<file path="src/rtl/blend_pkg.sv">
package blend_pkg;
  typedef enum logic [1:0] {
    SRC_BOTH     = 2'b00,
    SRC_FIX_FG   = 2'b01,
    SRC_FIX_BG   = 2'b10,
    SRC_BOTH_ALT = 2'b11
  } src_mode_e;

  typedef enum logic [1:0] {
    AM_KEEP     = 2'b00,
    AM_REPLACE  = 2'b01,
    AM_SCALE    = 2'b10,
    AM_KEEP_ALT = 2'b11
  } alpha_mode_e;
endpackage

</file>
<file path="src/rtl/alpha_mod.sv">
module alpha_mod
  import blend_pkg::*;
#(
  parameter int CH_W = 8
) (
  input  logic [1:0]      amode,
  input  logic [CH_W-1:0] kalpha,
  input  logic [CH_W-1:0] a_in,
  output logic [CH_W-1:0] a_out
);
  localparam int PW = 2 * CH_W;
  localparam logic [PW-1:0] FULL = PW'((1 << CH_W) - 1);

  logic [PW-1:0] prod;
  logic [PW-1:0] quot;

  always_comb begin
    prod = PW'(a_in) * PW'(kalpha);
    quot = prod / FULL;
    case (alpha_mode_e'(amode))
      AM_REPLACE: a_out = kalpha;
      AM_SCALE:   a_out = quot[CH_W-1:0];
      default:    a_out = a_in;
    endcase
  end
endmodule

</file>
<file path="src/rtl/blend_chan.sv">
module blend_chan #(
  parameter int CH_W = 8
) (
  input  logic            clk,
  input  logic            rst,
  input  logic            en,
  input  logic [CH_W-1:0] c_fg,
  input  logic [CH_W-1:0] c_bg,
  input  logic [CH_W-1:0] a_fg,
  input  logic [CH_W-1:0] a_bg_rem,
  input  logic [CH_W-1:0] div_a,
  output logic [CH_W-1:0] q
);
  localparam int NW = 2 * CH_W + 1;

  logic [NW-1:0] num_r;
  logic [NW-1:0] num_d;
  logic [NW-1:0] quot;

  always_comb begin
    num_d = NW'(c_fg) * NW'(a_fg) + NW'(c_bg) * NW'(a_bg_rem);
    quot  = (div_a == '0) ? '0 : num_r / NW'(div_a);
  end

  always_ff @(posedge clk) begin
    if (rst) begin
      num_r <= '0;
      q     <= '0;
    end else if (en) begin
      num_r <= num_d;
      q     <= quot[CH_W-1:0];
    end
  end
endmodule

</file>
<file path="src/rtl/argb_over_blend.sv">
module argb_over_blend
  import blend_pkg::*;
#(
  parameter int CH_W = 8
) (
  input  logic                clk,
  input  logic                rst,
  input  logic [1:0]          src_mode,
  input  logic                fg_valid,
  output logic                fg_ready,
  input  logic [4*CH_W-1:0]   fg_pix,
  input  logic                bg_valid,
  output logic                bg_ready,
  input  logic [4*CH_W-1:0]   bg_pix,
  input  logic [3*CH_W-1:0]   fg_fix_rgb,
  input  logic [3*CH_W-1:0]   bg_fix_rgb,
  input  logic [1:0]          fg_amode,
  input  logic [CH_W-1:0]     fg_kalpha,
  input  logic [1:0]          bg_amode,
  input  logic [CH_W-1:0]     bg_kalpha,
  output logic                out_valid,
  input  logic                out_ready,
  output logic [4*CH_W-1:0]   out_pix
);
  localparam int RGB_W = 3 * CH_W;
  localparam int PW    = 2 * CH_W;
  localparam logic [CH_W-1:0] OPAQUE = '1;
  localparam logic [PW-1:0]   FULL   = PW'((1 << CH_W) - 1);

  // flow control: whole pipeline advances together
  logic advance, fix_fg, fix_bg, need_fg, need_bg, take;
  always_comb begin
    advance  = !out_valid || out_ready;
    fix_fg   = (src_mode_e'(src_mode) == SRC_FIX_FG);
    fix_bg   = (src_mode_e'(src_mode) == SRC_FIX_BG);
    need_fg  = !fix_fg;
    need_bg  = !fix_bg;
    fg_ready = advance && need_fg && (!need_bg || bg_valid);
    bg_ready = advance && need_bg && (!need_fg || fg_valid);
    take     = advance && (!need_fg || fg_valid) && (!need_bg || bg_valid);
  end

  // source selection and alpha modifiers
  logic [CH_W-1:0]  fg_a_raw, bg_a_raw, fg_a_mod, bg_a_mod;
  logic [RGB_W-1:0] fg_rgb, bg_rgb;
  always_comb begin
    fg_a_raw = fix_fg ? OPAQUE : fg_pix[4*CH_W-1:RGB_W];
    fg_rgb   = fix_fg ? fg_fix_rgb : fg_pix[RGB_W-1:0];
    bg_a_raw = fix_bg ? OPAQUE : bg_pix[4*CH_W-1:RGB_W];
    bg_rgb   = fix_bg ? bg_fix_rgb : bg_pix[RGB_W-1:0];
  end

  alpha_mod #(.CH_W(CH_W)) u_fg_am (
    .amode(fg_amode), .kalpha(fg_kalpha), .a_in(fg_a_raw), .a_out(fg_a_mod));
  alpha_mod #(.CH_W(CH_W)) u_bg_am (
    .amode(bg_amode), .kalpha(bg_kalpha), .a_in(bg_a_raw), .a_out(bg_a_mod));

  // stage 1: selected, modified layers
  logic             s1_v;
  logic [CH_W-1:0]  s1_afg, s1_abg;
  logic [RGB_W-1:0] s1_cfg, s1_cbg;
  always_ff @(posedge clk) begin
    if (rst) begin
      s1_v <= 1'b0; s1_afg <= '0; s1_abg <= '0; s1_cfg <= '0; s1_cbg <= '0;
    end else if (advance) begin
      s1_v   <= take;
      s1_afg <= fg_a_mod;
      s1_abg <= bg_a_mod;
      s1_cfg <= fg_rgb;
      s1_cbg <= bg_rgb;
    end
  end

  // stage 2: product alpha and output alpha
  logic [PW-1:0]   am_prod, am_quot;
  logic [CH_W-1:0] a_mult;
  always_comb begin
    am_prod = PW'(s1_afg) * PW'(s1_abg);
    am_quot = am_prod / FULL;
    a_mult  = am_quot[CH_W-1:0];
  end

  logic             s2_v;
  logic [CH_W-1:0]  s2_afg, s2_abg, s2_brem, s2_aout;
  logic [RGB_W-1:0] s2_cfg, s2_cbg;
  always_ff @(posedge clk) begin
    if (rst) begin
      s2_v <= 1'b0; s2_afg <= '0; s2_abg <= '0; s2_brem <= '0; s2_aout <= '0;
      s2_cfg <= '0; s2_cbg <= '0;
    end else if (advance) begin
      s2_v    <= s1_v;
      s2_afg  <= s1_afg;
      s2_abg  <= s1_abg;
      s2_brem <= s1_abg - a_mult;
      s2_aout <= s1_afg + (s1_abg - a_mult);
      s2_cfg  <= s1_cfg;
      s2_cbg  <= s1_cbg;
    end
  end

  // stage 3 and 4 live partly in the channel units
  logic            s3_v, s4_v;
  logic [CH_W-1:0] s3_aout, s4_aout;
  always_ff @(posedge clk) begin
    if (rst) begin
      s3_v <= 1'b0; s4_v <= 1'b0; s3_aout <= '0; s4_aout <= '0;
    end else if (advance) begin
      s3_v    <= s2_v;
      s3_aout <= s2_aout;
      s4_v    <= s3_v;
      s4_aout <= s3_aout;
    end
  end

  logic [RGB_W-1:0] rgb_q;
  for (genvar gi = 0; gi < 3; gi++) begin : g_chan
    blend_chan #(.CH_W(CH_W)) u_chan (
      .clk(clk), .rst(rst), .en(advance),
      .c_fg(s2_cfg[gi*CH_W +: CH_W]),
      .c_bg(s2_cbg[gi*CH_W +: CH_W]),
      .a_fg(s2_afg),
      .a_bg_rem(s2_brem),
      .div_a(s3_aout),
      .q(rgb_q[gi*CH_W +: CH_W]));
  end

  assign out_valid = s4_v;
  assign out_pix   = {s4_aout, rgb_q};

  // assertions
  p_alpha_bound_r2: assert property (@(posedge clk) disable iff (rst)
    s2_v |-> (s2_aout >= s2_afg) && (s2_aout >= s2_abg));
  p_zero_rgb_r8: assert property (@(posedge clk) disable iff (rst)
    (out_valid && out_pix[4*CH_W-1:RGB_W] == '0) |-> (out_pix[RGB_W-1:0] == '0));
  p_fg_idle_r6: assert property (@(posedge clk) disable iff (rst)
    (src_mode == 2'b01) |-> !fg_ready);
  p_bg_idle_r7: assert property (@(posedge clk) disable iff (rst)
    (src_mode == 2'b10) |-> !bg_ready);
  p_hold_r10: assert property (@(posedge clk) disable iff (rst)
    (out_valid && !out_ready) |=> (out_valid && $stable(out_pix)));
  p_stall_r10: assert property (@(posedge clk) disable iff (rst)
    (out_valid && !out_ready) |-> (!fg_ready && !bg_ready));
  p_pair_r11: assert property (@(posedge clk) disable iff (rst)
    (src_mode == 2'b00 || src_mode == 2'b11) |->
      ((!fg_ready || bg_valid) && (!bg_ready || fg_valid)));
endmodule

</file>
<file path="config.mk">
export PLATFORM = sky130hd
export DESIGN_NAME = argb_over_blend
export DESIGN_NICKNAME = d
export VERILOG_FILES = /design/src/rtl/blend_pkg.sv /design/src/rtl/alpha_mod.sv /design/src/rtl/blend_chan.sv /design/src/rtl/argb_over_blend.sv
export SDC_FILE = /design/constraint.sdc
export NUM_CORES = 2
export LEC_CHECK = 0
export ABC_AREA = 0
export BUFFER_PORTS_ARGS = -buffer_cell sky130_fd_sc_hd__buf_2
export CORE_ASPECT_RATIO = 0.75
export CORE_MARGIN = 2
export CORE_UTILIZATION = 40
export CTS_BUF_LIST = sky130_fd_sc_hd__clkbuf_16
export DETAILED_ROUTE_END_ITERATION = 7
export PLACE_DENSITY = 0.56
export SETUP_SLACK_MARGIN = 0.1
export SLEW_MARGIN = 25
export SYNTH_ARGS = -nofsm -noshare
export SYNTH_HDL_FRONTEND = slang
export SYNTH_HIERARCHICAL = 1
export SYNTH_SLANG_ARGS = --single-unit
</file>
<file path="constraint.sdc">
create_clock -name clk -period 37 [get_ports clk]
set_input_delay 7.4 -clock clk [delete_from_list [all_inputs] [get_ports clk]]
set_output_delay 7.4 -clock clk [all_outputs]
set_load 0.1 [all_outputs]
</file>
==> results.toml <==
[clock_network]
cts_max_path_buffers = 3
clock-sinks = 231
cts_hold_buf = 0
htreeDepth = 1
clock_latency_ps = 640
root_buffer = "clkbuf_16"
cts_tree = "done"
cts_inserted_buffers = 30
clkTransAtPathRegs_ps = 60

[routing]
ant_nets = 0
routedWlPerCell_um = 18.2
drt_iter0_markers = 3543
dr.pass1.iters = 7
vias = 48806
wirelength_um = 156000
routed_via_density = 5.70
drcViolationCount = 0

[setup_path]
path_class = "reg -> reg"
crit_top_cell = "o21a_1"
cp-end-kind = "flop"
arrival_ps = 35150
required_ps = 37500
rrSetupSlack_ps = 2340
timing.rr.end = "g_chan[2].u_chan/q[0]"
crit_slowest_cell = "o32ai_1"
critPathLaunchType = "flop"
slowest_delay_ps = 540
cp_max_fo = 21
rr_startpoint = "s3_aout[6]"
rr_worst_depth = 148

[timing]
worst_pin_slew_ps = 986
max_freq_mhz = 28.9
fin_setup_tns_ps = 0
slew_headroom = 0.341
fin_ws_ps = 2340
setup_viol = 0
holdWs_ps = 450
slew_viol_final = 0
finalCriticalPeriod_ps = 34660
fin_skew_ps = 16.3
period_share = 0.937
hold_viol_final = 0

[floorplan]
core_um2 = 132000
die-area_um2 = 136000
ios = 174
die_x_um = 425
die_h_um = 320
rows = 115
initial_core_util = 0.404

[job]
cap_violations = 0

[place]
port_buffers = 173
place_ws_ps = -24.8
gp_congestion = 0.894
placed_cells = 8485
post-dp-hpwl_um = 124000

[synthesis]
syn_area_um2 = 53200
avgSynthCellArea_um2 = 7.94
syn_inst = 6705
synth_seq_cells = 231
synth_top_family_by_area = "adder cells"
synth-seq-area-share = 0.0869
synth_fa_ha_area_frac = 0.304
synth_xor_area_frac = 0.0420
synth_mux_area_frac = 0.0444
synth_compound_area_frac = 0.228
synth_ff_type = "dfxtp_1"
ys_types = 146
synth_edf_count = 0
async_reset_ff_frac = 0
yosysWarnings = 6
synth_nets = 7896
synth-simple-area-share = 0.233

[global_route]
grt_pass1_wl_um = 252000
grt_overflow_total = 0
grt_use_met3 = 0.0243
top_usage_layer = "met1"
grt_util_met2 = 0.336
antenna_found_initial = 0
use_met1 = 0.343
grt_pass1_vias = 46548
grt_max_degree = 109
grt_usage = 0.224

[final_layout]
syn2layout_area_growth_pct = 7.97
layout-drive-gt1-share = 0.103
nNetsFinal = 7975
insertedDiodeCount = 0
finalNonFillerCells = 8562

[worst_hold_path]
hold_class = "reg -> reg"
whs_path_depth = 2
hp-start = "s2_afg[2]"
hold_end = "s2_afg[2]"

[status]
status = "completed"
-- cell usage after synthesis (all sizes together), types with 39 or more instances --
| cell | n | share of area |
|---|---|---|
| mux2 | 80 | 0.017 |
| ha | 651 | 0.15 |
| inv | 640 | 0.045 |
| nor2b | 62 | 0.0073 |
| o21a | 170 | 0.024 |
| nand4 | 54 | 0.0069 |
| or3 | 60 | 0.0075 |
| nor2 | 471 | 0.033 |
| dfxtp | 231 | 0.087 |
| nand2b | 60 | 0.0071 |
| a21oi | 439 | 0.042 |
| clkbuf | 158 | 0.011 |
| o21bai | 49 | 0.0070 |
| and2 | 431 | 0.051 |
| xor2 | 76 | 0.013 |
| mux2i | 143 | 0.027 |
| nand2 | 695 | 0.049 |
| nand3 | 113 | 0.011 |
| a21o | 112 | 0.016 |
| xnor2 | 173 | 0.029 |
| a211oi | 123 | 0.020 |
| fa | 401 | 0.15 |
| o211ai | 76 | 0.012 |
| o31ai | 90 | 0.014 |
| nor4 | 44 | 0.0080 |
| and3 | 39 | 0.0046 |
| nor3 | 225 | 0.022 |
| o21ai | 211 | 0.021 |
| buf | 50 | 0.0051 |
| or2 | 47 | 0.0056 |
| a31oi | 55 | 0.0074 |
-- metal layers --
metal	share of wire	routed length [um]
met1	0.51	79900
met2	0.42	65300
met4	0.019	3020
met3	0.051	7960
met5	0	0
-- placed cells by master (no fill, tap or decap), types with 112 or more instances in the layout --
cell       n
dfxtp_1  230
a21o_1   112
a21oi_1  423
o21ai_0  170
nand2_1  687
nor3_1   213
mux2i_1  137
o21a_1   167
fa_1     401
and2_1   427
buf_2    172
inv_1    634
ha_1     650
nor2_1   461
xnor2_1  169
-- metrics by stage --
step           area, um^2   util
6_report            57500  0.437
5_1_grt             57500  0.437
4_1_cts             57000  0.433
3_5_place_dp        55900  0.425
3_3_place_gp        55900  0.425
2_1_floorplan       53200      -
-- registers in the layout (all words and copies together), names as in the netlist --
| name | cells |
|---|---|
| s2_brem | 8 |
| g_chan.u_chan/q | 24 |
| s2_cfg | 24 |
| s2_aout | 8 |
| g_chan.u_chan/num_r | 51 |
| s3_aout | 8 |
| s2_afg | 8 |
| s2_v | 1 |
| s1_v | 1 |
| s4_aout | 8 |
| s3_v | 1 |
| out_valid | 1 |
| s1_cfg | 24 |
| s1_cbg | 24 |
| s1_abg | 8 |
| s1_afg | 8 |
| s2_cbg | 24 |
-- worst max path at each step --
stage,startpoint,endpoint,slack [ps]
floorplan,s3_aout[0],g_chan[1].u_chan/q[0],4170
global placement,s3_aout[7],g_chan[0].u_chan/q[0],30
detailed placement,s3_aout[7],g_chan[0].u_chan/q[0],-20
CTS,s3_aout[7],g_chan[1].u_chan/q[0],160
global route,s3_aout[1],g_chan[1].u_chan/q[0],-20
finish,s3_aout[6],g_chan[2].u_chan/q[0],2340
-- repair_timing --
action | in CTS | in global routing
gates resized for setup | 3 | 86
setup endpoints to repair | 2 | 5
buffers inserted | 0 | 22
pin swaps | 0 | 11
-- cell type report --
type / count / area, um^2
clock buffers: 31 / 776
fillers: 13309 / 74200
repair buffers: 255 / 1500
clock inverters: 24 / 250
flip-flops and latches: 231 / 4630
well taps: 1755 / 2200
inverters: 640 / 2420
multi-input cells: 5626 / 45700
-- cells by family after synthesis --
| group | count (synthesis) |
|---|---|
| fa+ha+maj | 1054 |
| xor+xnor | 249 |
| simple gates | 2417 |
| buf+inv | 848 |
| compound gates | 1683 |
| mux | 223 |
| flops | 231 |
-- worst max-delay path, delay by kind of cell, from the launching register on --
kind	cells	cell delay [ps]
adder cells (fa/ha/maj)	16	5270
buffers and inverters	5	680
multiplexers	6	1700
AO/OA/AOI/OAI	85	18630
flip-flops	1	340
AND/OR/NAND/NOR	36	7820
Power is not shown: default switching activity piles up to over one toggle a cycle in this logic, so the estimate is an artifact.
